## src/rtl/jtk_pkg.sv

```systemverilog
package jtk_pkg;
    typedef enum logic {
        WR_EPOCH = 1'b0,
        WR_DELAY = 1'b1
    } wr_sel_e;
endpackage

```

## src/rtl/jtk_tick_gate.sv

```systemverilog
module jtk_tick_gate #(
    parameter int NUM_SRC = 4,
    localparam int SEL_W  = (NUM_SRC > 1) ? $clog2(NUM_SRC) : 1
) (
    input  logic               tick_i,
    input  logic [NUM_SRC-1:0] src_flags_i,
    input  logic [SEL_W-1:0]   src_sel_i,
    output logic               tick_ok_o
);
    logic sel_in_range;
    logic sel_flag;

    always_comb begin
        sel_in_range = (32'(src_sel_i) < NUM_SRC);
        sel_flag     = 1'b0;
        for (int i = 0; i < NUM_SRC; i++) begin
            if (32'(src_sel_i) == i) sel_flag = src_flags_i[i];
        end
        tick_ok_o = tick_i && sel_in_range && sel_flag;
    end
endmodule

```

## src/rtl/jtk_prescaler.sv

```systemverilog
module jtk_prescaler #(
    parameter int JIFFIES_PER_SEC = 100,
    localparam int CNT_W = (JIFFIES_PER_SEC > 1) ? $clog2(JIFFIES_PER_SEC) : 1
) (
    input  logic clk,
    input  logic rst_n,
    input  logic tick_ok_i,
    input  logic clear_i,
    output logic sec_o
);
    localparam logic [CNT_W-1:0] LAST = CNT_W'(JIFFIES_PER_SEC - 1);

    typedef struct packed {
        logic [CNT_W-1:0] count;
    } pre_state_t;

    pre_state_t st_d, st_q;

    always_comb begin
        st_d  = st_q;
        sec_o = 1'b0;
        if (clear_i) begin
            st_d.count = '0;
        end else if (tick_ok_i) begin
            if (st_q.count == LAST) begin
                st_d.count = '0;
                sec_o      = 1'b1;
            end else begin
                st_d.count = st_q.count + 1'b1;
            end
        end
    end

    always_ff @(posedge clk) begin
        if (!rst_n) st_q <= '0;
        else        st_q <= st_d;
    end

    // the phase counter never leaves its range
    p_phase_range_r3: assert property (@(posedge clk) disable iff (!rst_n)
        32'(st_q.count) < JIFFIES_PER_SEC);

    // without an accepted tick or a clear, the phase is frozen
    p_idle_hold_r2: assert property (@(posedge clk) disable iff (!rst_n)
        (!tick_ok_i && !clear_i) |=> $stable(st_q.count));

    // a clear restarts the phase at zero
    p_clear_phase_r5: assert property (@(posedge clk) disable iff (!rst_n)
        clear_i |=> (st_q.count == '0));
endmodule

```

## src/rtl/jtk_delay.sv

```systemverilog
module jtk_delay #(
    parameter int DELAY_W = 16
) (
    input  logic               clk,
    input  logic               rst_n,
    input  logic               load_i,
    input  logic [DELAY_W-1:0] load_val_i,
    input  logic               sec_i,
    output logic [DELAY_W-1:0] cnt_o,
    output logic               done_o
);
    typedef struct packed {
        logic [DELAY_W-1:0] cnt;
        logic               done;
    } dly_state_t;

    dly_state_t st_d, st_q;

    always_comb begin
        st_d = st_q;
        if (load_i) begin
            st_d.cnt  = load_val_i;
            st_d.done = (load_val_i == '0);
        end else if (sec_i && st_q.cnt != '0) begin
            st_d.cnt = st_q.cnt - 1'b1;
            if (st_q.cnt == DELAY_W'(1)) st_d.done = 1'b1;
        end
    end

    always_ff @(posedge clk) begin
        if (!rst_n) st_q <= '0;
        else        st_q <= st_d;
    end

    assign cnt_o  = st_q.cnt;
    assign done_o = st_q.done;

    // a finished delay sits at zero
    p_done_at_zero_r8: assert property (@(posedge clk) disable iff (!rst_n)
        st_q.done |-> (st_q.cnt == '0));

    // done stays up until a new load
    p_done_sticky_r8: assert property (@(posedge clk) disable iff (!rst_n)
        (st_q.done && !load_i) |=> st_q.done);

    // a load takes the written value
    p_load_value_r7: assert property (@(posedge clk) disable iff (!rst_n)
        load_i |=> (st_q.cnt == $past(load_val_i)));

    // a nonzero load clears done
    p_load_clears_r9: assert property (@(posedge clk) disable iff (!rst_n)
        (load_i && load_val_i != '0) |=> !st_q.done);
endmodule

```

## src/rtl/jiffy_timekeeper.sv

```systemverilog
module jiffy_timekeeper #(
    parameter int JIFFIES_PER_SEC = 100,
    parameter int UPTIME_W        = 32,
    parameter int EPOCH_W         = 40,
    parameter int DELAY_W         = 16,
    parameter int NUM_SRC         = 4,
    localparam int SEL_W          = (NUM_SRC > 1) ? $clog2(NUM_SRC) : 1
) (
    input  logic                clk,
    input  logic                rst_n,
    input  logic                tick_i,
    input  logic [NUM_SRC-1:0]  src_flags_i,
    input  logic [SEL_W-1:0]    src_sel_i,
    input  logic                wr_en_i,
    input  logic                wr_addr_i,
    input  logic [EPOCH_W-1:0]  wr_data_i,
    output logic [UPTIME_W-1:0] uptime_o,
    output logic [EPOCH_W-1:0]  epoch_o,
    output logic [DELAY_W-1:0]  delay_o,
    output logic                delay_done_o
);
    import jtk_pkg::*;

    typedef struct packed {
        logic [UPTIME_W-1:0] uptime;
        logic [EPOCH_W-1:0]  epoch;
    } clk_state_t;

    clk_state_t st_d, st_q;

    logic tick_ok;
    logic sec_pulse;
    logic epoch_wr;
    logic delay_wr;

    assign epoch_wr = wr_en_i && (wr_sel_e'(wr_addr_i) == WR_EPOCH);
    assign delay_wr = wr_en_i && (wr_sel_e'(wr_addr_i) == WR_DELAY);

    jtk_tick_gate #(.NUM_SRC(NUM_SRC)) u_gate (
        .tick_i      (tick_i),
        .src_flags_i (src_flags_i),
        .src_sel_i   (src_sel_i),
        .tick_ok_o   (tick_ok)
    );

    jtk_prescaler #(.JIFFIES_PER_SEC(JIFFIES_PER_SEC)) u_pre (
        .clk       (clk),
        .rst_n     (rst_n),
        .tick_ok_i (tick_ok),
        .clear_i   (epoch_wr),
        .sec_o     (sec_pulse)
    );

    jtk_delay #(.DELAY_W(DELAY_W)) u_dly (
        .clk        (clk),
        .rst_n      (rst_n),
        .load_i     (delay_wr),
        .load_val_i (wr_data_i[DELAY_W-1:0]),
        .sec_i      (sec_pulse),
        .cnt_o      (delay_o),
        .done_o     (delay_done_o)
    );

    always_comb begin
        st_d = st_q;
        if (sec_pulse) st_d.uptime = st_q.uptime + 1'b1;
        if (epoch_wr) begin
            st_d.epoch = wr_data_i;
        end else if (sec_pulse) begin
            st_d.epoch = st_q.epoch + 1'b1;
        end
    end

    always_ff @(posedge clk) begin
        if (!rst_n) st_q <= '0;
        else        st_q <= st_d;
    end

    assign uptime_o = st_q.uptime;
    assign epoch_o  = st_q.epoch;

    // uptime only ever moves by exactly one
    p_uptime_step_r3: assert property (@(posedge clk) disable iff (!rst_n)
        (st_q.uptime != $past(st_q.uptime)) |-> (st_q.uptime == $past(st_q.uptime) + 1'b1));

    // wall-clock write lands whole
    p_epoch_load_r5: assert property (@(posedge clk) disable iff (!rst_n)
        epoch_wr |=> (st_q.epoch == $past(wr_data_i)));

    // a write never moves uptime
    p_write_keeps_uptime_r11: assert property (@(posedge clk) disable iff (!rst_n)
        epoch_wr |=> $stable(st_q.uptime));
endmodule

```

## config.mk

```make
export PLATFORM = sky130hd
export DESIGN_NAME = jiffy_timekeeper
export DESIGN_NICKNAME = d
export VERILOG_FILES = /design/src/rtl/jtk_pkg.sv /design/src/rtl/jtk_tick_gate.sv /design/src/rtl/jtk_prescaler.sv /design/src/rtl/jtk_delay.sv /design/src/rtl/jiffy_timekeeper.sv
export SDC_FILE = /design/constraint.sdc
export NUM_CORES = 1
export LEC_CHECK = 0
export CAP_MARGIN = 30
export CORE_MARGIN = 2
export CORE_UTILIZATION = 64
export CTS_CLUSTER_DIAMETER = 80
export DETAILED_ROUTE_END_ITERATION = 7
export DONT_BUFFER_PORTS = 1
export GPL_ROUTABILITY_DRIVEN = 1
export GPL_TIMING_DRIVEN = 1
export PLACE_DENSITY = 0.8
export SYNTH_ARGS = -nofsm -noshare
export SYNTH_HDL_FRONTEND = slang
export SYNTH_SLANG_ARGS = --single-unit
```

## constraint.sdc

```tcl
create_clock -name clk -period 3.35 [get_ports clk]
set_input_delay 0 -clock clk [delete_from_list [all_inputs] [get_ports clk]]
set_output_delay 0 -clock clk [all_outputs]
set_load 0.05 [all_outputs]
```

==> load_flow_metrics.sql, run 1 <==
INSERT INTO impl_metrics (metric_group, metric, value, unit) VALUES
('drt', 'finalWirelength', '16000', 'um'),
('drt', 'vias_per_cell', '6.94', ''),
('timing', 'rsz0062_at_grt', 'false', ''),
('global_routing', 'first_global_vias', '5398', ''),
('power', 'clkPwrFrac', '32.7', '%'),
('timing', 'slew_viol_final', '0', ''),
('drt', 'drt_iter0_markers', '387', ''),
('timing', 'finalSetupViolations', '0', ''),
('floorplanning', 'die_y', '94.2', 'um'),
('run_status', 'outcome', 'finished clean', ''),
('finish', 'layout_common_cells', 'sky130_fd_sc_hd__dfxtp_1, sky130_fd_sc_hd__o21ai_0, sky130_fd_sc_hd__dlygate4sd3_1', ''),
('floorplanning', 'core_footprint', '7810', 'sq um'),
('timing', 'final.setup_skew', '0.0142', 'ns'),
('timing', 'maxSlewHeadroom', '40.7', '%'),
('synth', 'postSynthNetCount', '712', ''),
('power', 'p_comb_share', '14.4', '%'),
('synth', 'synth_enable_flop_cells', '0', ''),
('place', 'dp.final_hpwl', '10400', 'um'),
('synth', 'post_synth.cell_area_avg', '7.94', 'sq um'),
('drt', 'detail_route.first_pass.iterations', '5', ''),
('critical_path', 'crit_path_start_kind', 'register', ''),
('finish', 'layout-area-overhead-vs-synth', '20.1', '%'),
('flow_run', 'drv.max_cap_violation_count', '0', ''),
('critical_path', 'timing_worst_setup_path_type', 'reg2reg', ''),
('place', 'port-buffer-count', '0', ''),
('cts', 'numClockSinks', '96', ''),
('power', 'power_per_cell_area', '414', 'nW/um^2'),
('critical_path', 'cp_data_required_time', '3.64', 'ns'),
('critical_path', 'r2r_setup_slk', '0.43', 'ns'),
('timing', 'layout_worst_path_cycle_share', '87.1', '%'),
('power', 'power_switching', '814', 'uW'),
('power', 'seqPwrFrac', '52.9', '%'),
('floorplanning', 'boundaryPins', '140', ''),
('place', 'post-place-cells', '754', ''),
('finish', 'drive_above_1_share', '8.00', '%'),
('synth', 'synth_sequential_area_ratio', '36.9', '%'),
('drt', 'ant_nets', '0', ''),
('power', 'total_leakage_power', '2.00', 'nW'),
('cts', 'path_clk_slew', '0.09', 'ns'),
('timing', 'min_period', '2.92', 'ns'),
('global_routing', 'grt_antenna_before_repair', '0', ''),
('floorplanning', 'fp.dieArea', '8870', 'sq um'),
('drt', 'vias', '5740', ''),
('finish', 'mostFrequentLayoutCell', 'sky130_fd_sc_hd__dfxtp_1', ''),
('global_routing', 'globalRoute.totalOverflow', '0', ''),
('critical_path', 'timing.critical_path.to_type', 'register', ''),
('floorplanning', 'initial_utilization', '66.7', '%'),
('drt', 'routedWlPerCell', '19.4', 'um'),
('critical_path', 'r2r.worst_path.cells', '5', ''),
('synth', 'netlist-cell-type-count', '45', ''),
('hold_path', 'hp-class', 'in2reg', ''),
('power', 'intPower', '1.78', 'mW'),
('timing', 'finalHoldViolCount', '0', ''),
('cts', 'max-clock-path-buffers', '2', ''),
('timing', 'timing.setup.tns', '0', 'ns'),
('cts', 'cts.root.buffer_cell', 'sky130_fd_sc_hd__clkbuf_8', ''),
('floorplanning', 'die_boundary_width', '94.2', 'um'),
('synth', 'yosys_register_bits', '96', ''),
('timing', 'fmaxAchievable', '343', 'MHz'),
('synth', 'netlist_area', '5200', 'sq um'),
('finish', 'final_cell_count_no_fill', '827', ''),
('cts', 'worstSkewPairLatency', '0.37', 'ns'),
('power', 'ir_drop', '292', 'uV'),
('place', 'gp_congestion', '0.944', ''),
('critical_path', 'path_max_fanout', '10', ''),
('finish', 'antenna_diodes', '0', ''),
('timing', 'worst_pin_slew', '0.887', 'ns'),
('synth', 'asyncSetResetFlopFracSynth', '0', '%'),
('synth', 'synth_ff_type', 'sky130_fd_sc_hd__dfxtp_1', ''),
('cts', 'tritoncts.num_buffers', '9', ''),
('global_routing', 'grt_first_pass_wirelength', '25400', 'um'),
('critical_path', 'arrival', '3.21', 'ns'),
('hold_path', 'hold-path-cell-count', '3', ''),
('power', 'sw_frac_of_total', '31.4', '%'),
('floorplanning', 'rows', '32', ''),
('power', 'power.total', '2.59', 'mW'),
('finish', 'net_count_of_the_finished_layout', '777', ''),
('cts', 'post_cts_buffers', '0', ''),
('synth', 'yosys_warnings', '0', ''),
('place', 'dpl_cell_area', '5460', 'sq um'),
('cts', 'tritoncts', 'built', ''),
('cts', 'cts-htree-levels', '3', ''),
('drt', 'drc_viols', '0', ''),
('global_routing', 'global_route.usage.total', '35.8', '%'),
('finish', 'finalInstanceArea', '6250', 'sq um'),
('global_routing', 'pin_count_of_the_biggest_net_entering_global_routing', '63', ''),
('synth', 'synthesis.instances', '655', '');
[sequential cells by signal (all words and copies together) (netlist names)]
signal and count:
epoch_o 40, u_dly.done_o 1, u_dly.cnt_o 16, u_pre.st_q 7
uptime_o 32
[cell usage after synthesis (all sizes together), types with 2 or more instances]
cell	n	area (sq um)
a211oi	4	30.0
a21oi	43	215
a31oi	30	188
and2	6	37.5
and3	9	56.3
and4	3	26.3
buf	5	22.5
clkbuf	33	124
dfxtp	96	1920
ha	6	75.1
inv	14	52.6
mux2i	4	40.0
nand2	48	180
nand2b	3	18.8
nand3	32	160
nand4	42	263
nand4b	3	26.3
nor2	31	116
nor3	14	75.1
nor4	18	113
nor4b	5	43.8
o211ai	7	52.6
o21ai	62	310
o21bai	2	15.0
o31ai	27	203
o41ai	2	17.5
or2	5	31.3
or3	21	131
or4	32	240
xnor2	15	131
xor2	22	193
[cell type report]
| class | count | area [sq um] |
|---|---|---|
| repair buffers | 92 | 843 |
| flip-flops and latches | 96 | 1920 |
| clock buffers | 13 | 149 |
| fillers | 546 | 1560 |
| well taps | 102 | 128 |
| clock inverters | 3 | 65.1 |
| multi-input cells | 507 | 3090 |
| inverters | 14 | 52.6 |
[metal layers]
metal / wire length (um) / GRT usage, % / vias up
li1: - / - / 2645
met1: 6280 / 42.7 / 2724
met2: 7870 / 62.6 / 312
met3: 1320 / 7.87 / 59
met4: 572 / 13.8 / 0
met5: 0 / 0 / -
[worst paths after layout]
path | end | from
setup / recovery | uptime_o[31]$_SDFFE_PN0P_ | u_pre.st_q[2]$_SDFFE_PP0N_
hold / removal | epoch_o[31]$_SDFFE_PN0P_ | wr_addr_i
setup reg to reg | uptime_o[31]$_SDFFE_PN0P_ | u_pre.st_q[2]$_SDFFE_PP0N_
hold reg to reg | u_pre.st_q[1]$_SDFFE_PP0N_ | u_pre.st_q[1]$_SDFFE_PP0N_
[worst max-delay path, cell delays in order (launching register included)]
cell and delay [ns]:
sky130_fd_sc_hd__dfxtp_1 0.36, sky130_fd_sc_hd__or4b_1 0.63, sky130_fd_sc_hd__or3_1 0.49, sky130_fd_sc_hd__or4_1 0.71, sky130_fd_sc_hd__or4_1 0.52, sky130_fd_sc_hd__a21oi_1 0.14
[power by group through the flow]
stage | logic [mW] | clock network [mW] | registers [mW]
after floorplan | 0.168 | 0 | 1.44
after global placement | 0.280 | 0 | 1.39
after global routing | 0.400 | 0.897 | 1.38
after CTS | 0.361 | 0.847 | 1.37
after detailed placement | 0.288 | 0 | 1.39
final | 0.372 | 0.847 | 1.37
[cells by family after synthesis]
| kind of cell | share of synthesized area (%) |
|---|---|
| and+or+nand+nor | 29.8 |
| xor gates and xnor gates | 6.23 |
| AOI/OAI and AO/OA | 21.0 |
| DFF | 36.9 |
| adders and majority gates | 1.44 |
| muxes | 0.769 |
| buffers and inverters | 3.82 |
[per-stage QoR]
| stage | setup WS (ns) | hold WS (ns) | util [%] |
|---|---|---|---|
| floorplan | 0.650 | 0.150 | - |
| global route | 0.266 | 0.0614 | 80.1 |
| finish | 0.432 | 0.0564 | 80.1 |
| CTS | 0.453 | 0.0252 | 80.1 |
| global placement | 0.563 | 0.129 | 69.9 |
| detailed placement | 0.473 | 0.146 | 69.9 |
[timing repair]
item	CTS	global route
hold buffers	57	0
resized for setup	0	0
endpoints found under the hold margin	63	0
Power figures use the tool's default switching activity.
==> run 2, diff against run 1 <==
Settings changed: CORE_UTILIZATION 64 to 65, CTS_BUF_LIST set to sky130_fd_sc_hd__clkbuf_4, PLACE_DENSITY 0.8 to 0.81.
==> run 2 against run 1 <==
Net effect:
- setup slack got worse by 0.0059 ns
- core utilization decreased by 1.8 points
- register-to-register slack about the same
- first-iteration DRC count increased by 27%
- clock power fell by 29%
- flip-flop and latch count did not move
- wire length shrank 2.6%
- critical path type unchanged
==> load_flow_metrics.sql, run 2 (same netlist as run 1, synthesis figures left out) <==
INSERT INTO impl_metrics (metric_group, metric, value, unit) VALUES
('critical_path', 'r2r_setup_slk', '0.43', 'ns'),
('critical_path', 'cp_common_cell', 'sky130_fd_sc_hd__or4_1', ''),
('critical_path', 'crit_path_start_kind', 'register', ''),
('timing', 'rsz0062_at_grt', 'false', ''),
('timing', 'timing.setup.tns', '0', 'ns'),
('place', 'gp_congestion', '0.898', ''),
('global_routing', 'first_global_vias', '5259', ''),
('power', 'ir_drop', '240', 'uV'),
('critical_path', 'timing.critical_path.to_type', 'register', ''),
('hold_path', 'min_to', 'u_dly.cnt_o[1]$_SDFFE_PN0P_', ''),
('cts', 'worstSkewPairLatency', '0.45', 'ns'),
('hold_path', 'worst_hold_startpoint', 'wr_addr_i', ''),
('drt', 'drt_iter0_markers', '491', ''),
('timing', 'finalSetupViolations', '0', ''),
('timing', 'worst_pin_slew', '0.954', 'ns'),
('cts', 'tritoncts', 'built', ''),
('floorplanning', 'die_boundary_width', '93.5', 'um'),
('hold_path', 'hp-class', 'in2reg', ''),
('finish', 'flip_flop_count_of_the_largest_register_all_copies_and_words_added', '40', ''),
('finish', 'antenna_diodes', '0', ''),
('cts', 'numClockSinks', '96', ''),
('finish', 'final.fill_count', '570', ''),
('critical_path', 'reg2reg_from', 'u_pre.st_q[2]$_SDFFE_PP0N_', ''),
('timing', 'min_period', '2.92', 'ns'),
('power', 'total_leakage_power', '1.91', 'nW'),
('cts', 'cts.hold.buffers_added', '48', ''),
('timing', 'hold_slack', '0.0446', 'ns'),
('finish', 'mostFrequentLayoutCell', 'sky130_fd_sc_hd__dfxtp_1', ''),
('cts', 'tritoncts.num_buffers', '9', ''),
('drt', 'vias_per_cell', '6.95', ''),
('cts', 'path_clk_slew', '0.15', 'ns'),
('critical_path', 'r2r.worst_path.cells', '5', ''),
('drt', 'drc_viols', '0', ''),
('floorplanning', 'initial_utilization', '67.3', '%'),
('place', 'dp.final_hpwl', '10200', 'um'),
('timing', 'maxSlewHeadroom', '36.3', '%'),
('power', 'power_per_cell_area', '385', 'nW/um^2'),
('critical_path', 'path_max_fanout', '10', ''),
('drt', 'ant_nets', '0', ''),
('timing', 'slew_viol_final', '0', ''),
('floorplanning', 'rows', '32', ''),
('flow_run', 'drv.max_cap_violation_count', '0', ''),
('timing', 'final.setup_skew', '0.0225', 'ns'),
('critical_path', 'arrival', '3.28', 'ns'),
('cts', 'post_cts_buffers', '0', ''),
('finish', 'layout-area-overhead-vs-synth', '16.3', '%'),
('global_routing', 'global_route.usage.total', '35.1', '%'),
('critical_path', 'crit_path_max_incr_delay', '0.69', 'ns'),
('cts', 'cts-htree-levels', '3', ''),
('global_routing', 'grt_antenna_before_repair', '0', ''),
('run_status', 'outcome', 'finished clean', ''),
('timing', 'layout_worst_path_cycle_share', '87.3', '%'),
('finish', 'net_count_of_the_finished_layout', '766', ''),
('timing', 'fmaxAchievable', '342', 'MHz'),
('global_routing', 'globalRoute.totalOverflow', '0', ''),
('cts', 'cts.root.buffer_cell', 'sky130_fd_sc_hd__clkbuf_4', ''),
('timing', 'timing.final.ws_setup', '0.426', 'ns'),
('floorplanning', 'boundaryPins', '140', ''),
('critical_path', 'timing_worst_setup_path_type', 'reg2reg', ''),
('finish', 'layout_common_cells', 'sky130_fd_sc_hd__dfxtp_1, sky130_fd_sc_hd__o21ai_0, sky130_fd_sc_hd__nand2_1', ''),
('drt', 'detail_route.first_pass.iterations', '4', ''),
('critical_path', 'crit_slowest_cell', 'sky130_fd_sc_hd__or4_1', ''),
('place', 'post-place-ws', '0.490', 'ns'),
('floorplanning', 'die_y', '93.5', 'um'),
('hold_path', 'hold-path-cell-count', '3', ''),
('global_routing', 'pin_count_of_the_biggest_net_entering_global_routing', '62', ''),
('finish', 'drive_above_1_share', '7.72', '%'),
('timing', 'finalHoldViolCount', '0', ''),
('floorplanning', 'fp.dieArea', '8740', 'sq um'),
('critical_path', 'regToRegEndpoint', 'uptime_o[31]$_SDFFE_PN0P_', ''),
('floorplanning', 'core_footprint', '7730', 'sq um'),
('critical_path', 'cp_data_required_time', '3.71', 'ns'),
('cts', 'max-clock-path-buffers', '2', ''),
('critical_path', 'path_cells', 'or4b_1, or3_1, or4_1, or4_1, a21oi_1', ''),
('drt', 'finalWirelength', '15600', 'um'),
('cts', 'cts_repair_resize_count', '0', ''),
('global_routing', 'grt_first_pass_wirelength', '24700', 'um'),
('drt', 'routedWlPerCell', '19.2', 'um'),
('place', 'port-buffer-count', '0', ''),
('drt', 'vias', '5656', '');
-- run 2: worst max path at each step --
stage	start	endpoint	slack, ns	depth (start not counted)
6_report	u_pre.st_q[2]$_SDFFE_PP0N_	uptime_o[31]$_SDFFE_PN0P_	0.43	5
5_1_grt	u_pre.st_q[2]$_SDFFE_PP0N_	uptime_o[29]$_SDFFE_PN0P_	0.35	5
4_1_cts	u_pre.st_q[2]$_SDFFE_PP0N_	uptime_o[31]$_SDFFE_PN0P_	0.46	5
3_5_place_dp	u_pre.st_q[2]$_SDFFE_PP0N_	uptime_o[31]$_SDFFE_PN0P_	0.49	5
3_3_place_gp	u_pre.st_q[2]$_SDFFE_PP0N_	uptime_o[29]$_SDFFE_PN0P_	0.55	5
2_1_floorplan	u_pre.st_q[2]$_SDFFE_PP0N_	uptime_o[29]$_SDFFE_PN0P_	0.65	8
-- run 2: stage by stage --
stage	util (%)	instance area (sq um)	std cells	power, mW
final	78.3	6050	814	2.33
after global routing	78.3	6050	814	2.41
after CTS	78.3	6050	814	2.31
after detailed placement	70.4	5440	752	1.68
after global placement	70.4	5440	752	1.67
after floorplan	-	5200	655	1.61
-- run 2: critical path: cells and delay by family (launching register included) --
| family | cells | cell delay [ns] |
|---|---|---|
| AOI/OAI and AO/OA | 1 | 0.15 |
| DFF | 1 | 0.37 |
| and+or+nand+nor | 4 | 2.32 |
-- run 2: routing by layer --
layer | up-vias | wire, um | track usage, %
met5 | - | 0 | 0
li1 | 2629 | - | -
met4 | 0 | 572 | 16.4
met3 | 59 | 1370 | 9.43
met2 | 322 | 7640 | 59.8
met1 | 2646 | 6040 | 41.0
-- run 2: area by class of cell --
type | instances | area, sq um | area share [%]
Inverter | 14 | 52.6 | 0.869
Sequential cell | 96 | 1920 | 31.8
Timing Repair Buffer | 81 | 738 | 12.2
Clock buffer | 9 | 67.6 | 1.12
Clock inverter | 5 | 50.0 | 0.827
Tap cell | 102 | 128 | 2.11
Multi-Input combinational cell | 507 | 3090 | 51.1
-- run 2: report_power, final --
part           switching [mW]  internal, mW
clock                   0.390         0.214
combinational           0.219         0.133
sequential              0.184          1.19
total                   0.793          1.54
==> run 3, diff against run 2 <==
Settings changed: HOLD_SLACK_MARGIN set to 0.1.
==> run 3 against run 2 <==
Net effect:
- register-to-register slack about the same
- via count decreased by 0.34%
- wire length increased by 0.47%
- critical path type unchanged
- critical endpoint unchanged
- fmax shrank 0.29%
- non-clock buffer count increased by 3
==> load_flow_metrics.sql, run 3 (same netlist as run 1, synthesis figures left out) <==
INSERT INTO impl_metrics (metric_group, metric, value, unit) VALUES
('timing', 'finalHoldViolCount', '0', ''),
('floorplanning', 'initial_utilization', '67.3', '%'),
('place', 'dp.final_hpwl', '10200', 'um'),
('floorplanning', 'fp.dieArea', '8740', 'sq um'),
('critical_path', 'path_cells', 'or4b_1, or3_1, or4_1, or4_1, a21oi_1', ''),
('drt', 'detail_route.first_pass.iterations', '5', ''),
('critical_path', 'timing.critical_path.to_type', 'register', ''),
('hold_path', 'hp-class', 'in2reg', ''),
('timing', 'rsz0062_at_grt', 'false', ''),
('critical_path', 'timing.critical_path.from', 'u_pre.st_q[2]$_SDFFE_PP0N_', ''),
('floorplanning', 'die_boundary_width', '93.5', 'um'),
('cts', 'path_clk_slew', '0.14', 'ns'),
('timing', 'layout_worst_path_cycle_share', '87.5', '%'),
('critical_path', 'cp_data_required_time', '3.71', 'ns'),
('critical_path', 'crit_path_start_kind', 'register', ''),
('finish', 'mostFrequentLayoutCell', 'sky130_fd_sc_hd__dfxtp_1', ''),
('critical_path', 'r2r.worst_path.cells', '5', ''),
('cts', 'worstSkewPairLatency', '0.45', 'ns'),
('place', 'gp_congestion', '0.898', ''),
('power', 'ir_drop', '240', 'uV'),
('finish', 'final.fill_count', '561', ''),
('drt', 'drt_iter0_markers', '516', ''),
('timing', 'fmaxAchievable', '341', 'MHz'),
('flow_run', 'drv.max_cap_violation_count', '0', ''),
('finish', 'register_area', '1920', 'sq um'),
('cts', 'cts-htree-levels', '3', ''),
('cts', 'cts.root.buffer_cell', 'sky130_fd_sc_hd__clkbuf_4', ''),
('finish', 'layout_common_cells', 'sky130_fd_sc_hd__dfxtp_1, sky130_fd_sc_hd__o21ai_0, sky130_fd_sc_hd__dlygate4sd3_1', ''),
('critical_path', 'regToRegEndpoint', 'uptime_o[31]$_SDFFE_PN0P_', ''),
('place', 'post-place-ws', '0.490', 'ns'),
('drt', 'routedWlPerCell', '19.2', 'um'),
('timing', 'slew_viol_final', '0', ''),
('finish', 'drive_above_1_share', '7.69', '%'),
('finish', 'net_count_of_the_finished_layout', '769', ''),
('power', 'sw_frac_of_total', '33.9', '%'),
('finish', 'final_cell_count_no_fill', '817', ''),
('cts', 'numClockSinks', '96', ''),
('power', 'total_leakage_power', '1.92', 'nW'),
('critical_path', 'cp.buffers_inverters', '0', ''),
('power', 'seqPwrFrac', '59.0', '%'),
('timing', 'finalSetupViolations', '0', ''),
('finish', 'antenna_diodes', '0', ''),
('run_status', 'outcome', 'finished clean', ''),
('critical_path', 'reg2reg_from', 'u_pre.st_q[2]$_SDFFE_PP0N_', ''),
('hold_path', 'hold-path-cell-count', '2', ''),
('floorplanning', 'core_footprint', '7730', 'sq um'),
('floorplanning', 'boundaryPins', '140', ''),
('power', 'power_switching', '791', 'uW'),
('critical_path', 'cp_common_cell', 'sky130_fd_sc_hd__or4_1', ''),
('place', 'port-buffer-count', '0', ''),
('cts', 'tritoncts', 'built', ''),
('global_routing', 'grt_first_pass_wirelength', '24900', 'um'),
('power', 'intPower', '1.54', 'mW'),
('drt', 'vias_per_cell', '6.90', ''),
('critical_path', 'r2r_setup_slk', '0.42', 'ns'),
('timing', 'timing.setup.tns', '0', 'ns'),
('floorplanning', 'die_y', '93.5', 'um'),
('global_routing', 'pin_count_of_the_biggest_net_entering_global_routing', '62', ''),
('critical_path', 'arrival', '3.29', 'ns'),
('global_routing', 'grt_antenna_before_repair', '0', ''),
('drt', 'ant_nets', '0', ''),
('critical_path', 'crit_path_max_incr_delay', '0.69', 'ns'),
('cts', 'tritoncts.num_buffers', '9', ''),
('power', 'clkPwrFrac', '25.8', '%'),
('critical_path', 'endpoint', 'uptime_o[31]$_SDFFE_PN0P_', ''),
('critical_path', 'cp.depth', '5', ''),
('finish', 'multi_input_comb_area', '3090', 'sq um'),
('timing', 'timing.final.ws_setup', '0.418', 'ns'),
('timing', 'hold_slack', '0.163', 'ns'),
('critical_path', 'critical-path-top-delay-family', 'simple AND/OR/NAND/NOR gates', ''),
('global_routing', 'first_global_vias', '5297', ''),
('global_routing', 'global_route.usage.total', '35.4', '%'),
('power', 'p_comb_share', '15.3', '%'),
('finish', 'flip_flop_count_of_the_largest_register_all_copies_and_words_added', '40', ''),
('floorplanning', 'rows', '32', ''),
('cts', 'max-clock-path-buffers', '2', ''),
('place', 'post-place-cells', '752', ''),
('timing', 'worst_pin_slew', '0.941', 'ns'),
('drt', 'finalWirelength', '15700', 'um'),
('finish', 'layout-area-overhead-vs-synth', '16.8', '%'),
('critical_path', 'path_max_fanout', '10', ''),
('timing', 'min_period', '2.93', 'ns'),
('critical_path', 'timing_worst_setup_path_type', 'reg2reg', ''),
('drt', 'drc_viols', '0', ''),
('timing', 'maxSlewHeadroom', '37.2', '%'),
('power', 'power_per_cell_area', '384', 'nW/um^2'),
('critical_path', 'crit_slowest_cell', 'sky130_fd_sc_hd__or4_1', ''),
('global_routing', 'globalRoute.totalOverflow', '0', ''),
('timing', 'final.setup_skew', '0.0178', 'ns'),
('drt', 'vias', '5637', '');
-- run 3: metal layers --
metal	share of wire [%]	routed length [um]	global-route usage (%)
met5	0	0	0
met4	3.5	543	16.9
met3	9.3	1450	9.67
met2	49	7660	59.4
met1	39	6050	41.7
-- run 3: how the worst min path moves through the flow --
stage	from	to
floorplan	wr_data_i[31]	epoch_o[31]$_SDFFE_PN0P_
CTS	rst_n	uptime_o[7]$_SDFFE_PN0P_
finish	rst_n	uptime_o[6]$_SDFFE_PN0P_
global placement	rst_n	uptime_o[9]$_SDFFE_PN0P_
global route	src_sel_i[1]	u_pre.st_q[1]$_SDFFE_PP0N_
detailed placement	rst_n	uptime_o[9]$_SDFFE_PN0P_
-- run 3: worst register-to-register path, stage by stage (launching register included) --
cell                      delay, ns
sky130_fd_sc_hd__dfxtp_1       0.37
sky130_fd_sc_hd__or4b_1        0.63
sky130_fd_sc_hd__or3_1         0.49
sky130_fd_sc_hd__or4_1         0.69
sky130_fd_sc_hd__or4_1         0.51
sky130_fd_sc_hd__a21oi_1       0.15
-- run 3: cell type report --
class / instances / share of cell area [%]
inverter: 14 / 0.864
sequential: 96 / 31.6
timing repair buffer: 84 / 12.6
clock inverter: 5 / 0.823
tap: 102 / 2.10
multi-input combinational: 507 / 50.9
clock buffer: 9 / 1.11
-- run 3: metrics by stage --
stage | cell area (sq um) | total power [mW] | util [%]
3_5_place_dp | 5440 | 1.68 | 70.4
3_3_place_gp | 5440 | 1.67 | 70.4
2_1_floorplan | 5200 | 1.61 | -
4_1_cts | 6080 | 2.32 | 78.7
5_1_grt | 6080 | 2.41 | 78.7
6_report | 6080 | 2.33 | 78.7
-- run 3: power groups by stage --
stage / clock network, mW / logic [mW] / registers [mW]
floorplan: 0 / 0.168 / 1.44
global placement: 0 / 0.273 / 1.40
detailed placement: 0 / 0.281 / 1.40
CTS: 0.597 / 0.345 / 1.37
global route: 0.647 / 0.384 / 1.38
finish: 0.601 / 0.356 / 1.38
-- run 3: timing repair --
| action | CTS | global route |
|---|---|---|
| buffers inserted | 0 | 0 |
| gates resized for setup | 0 | 0 |
| hold buffers | 51 | 0 |
| endpoints found under the hold margin | 63 | 0 |
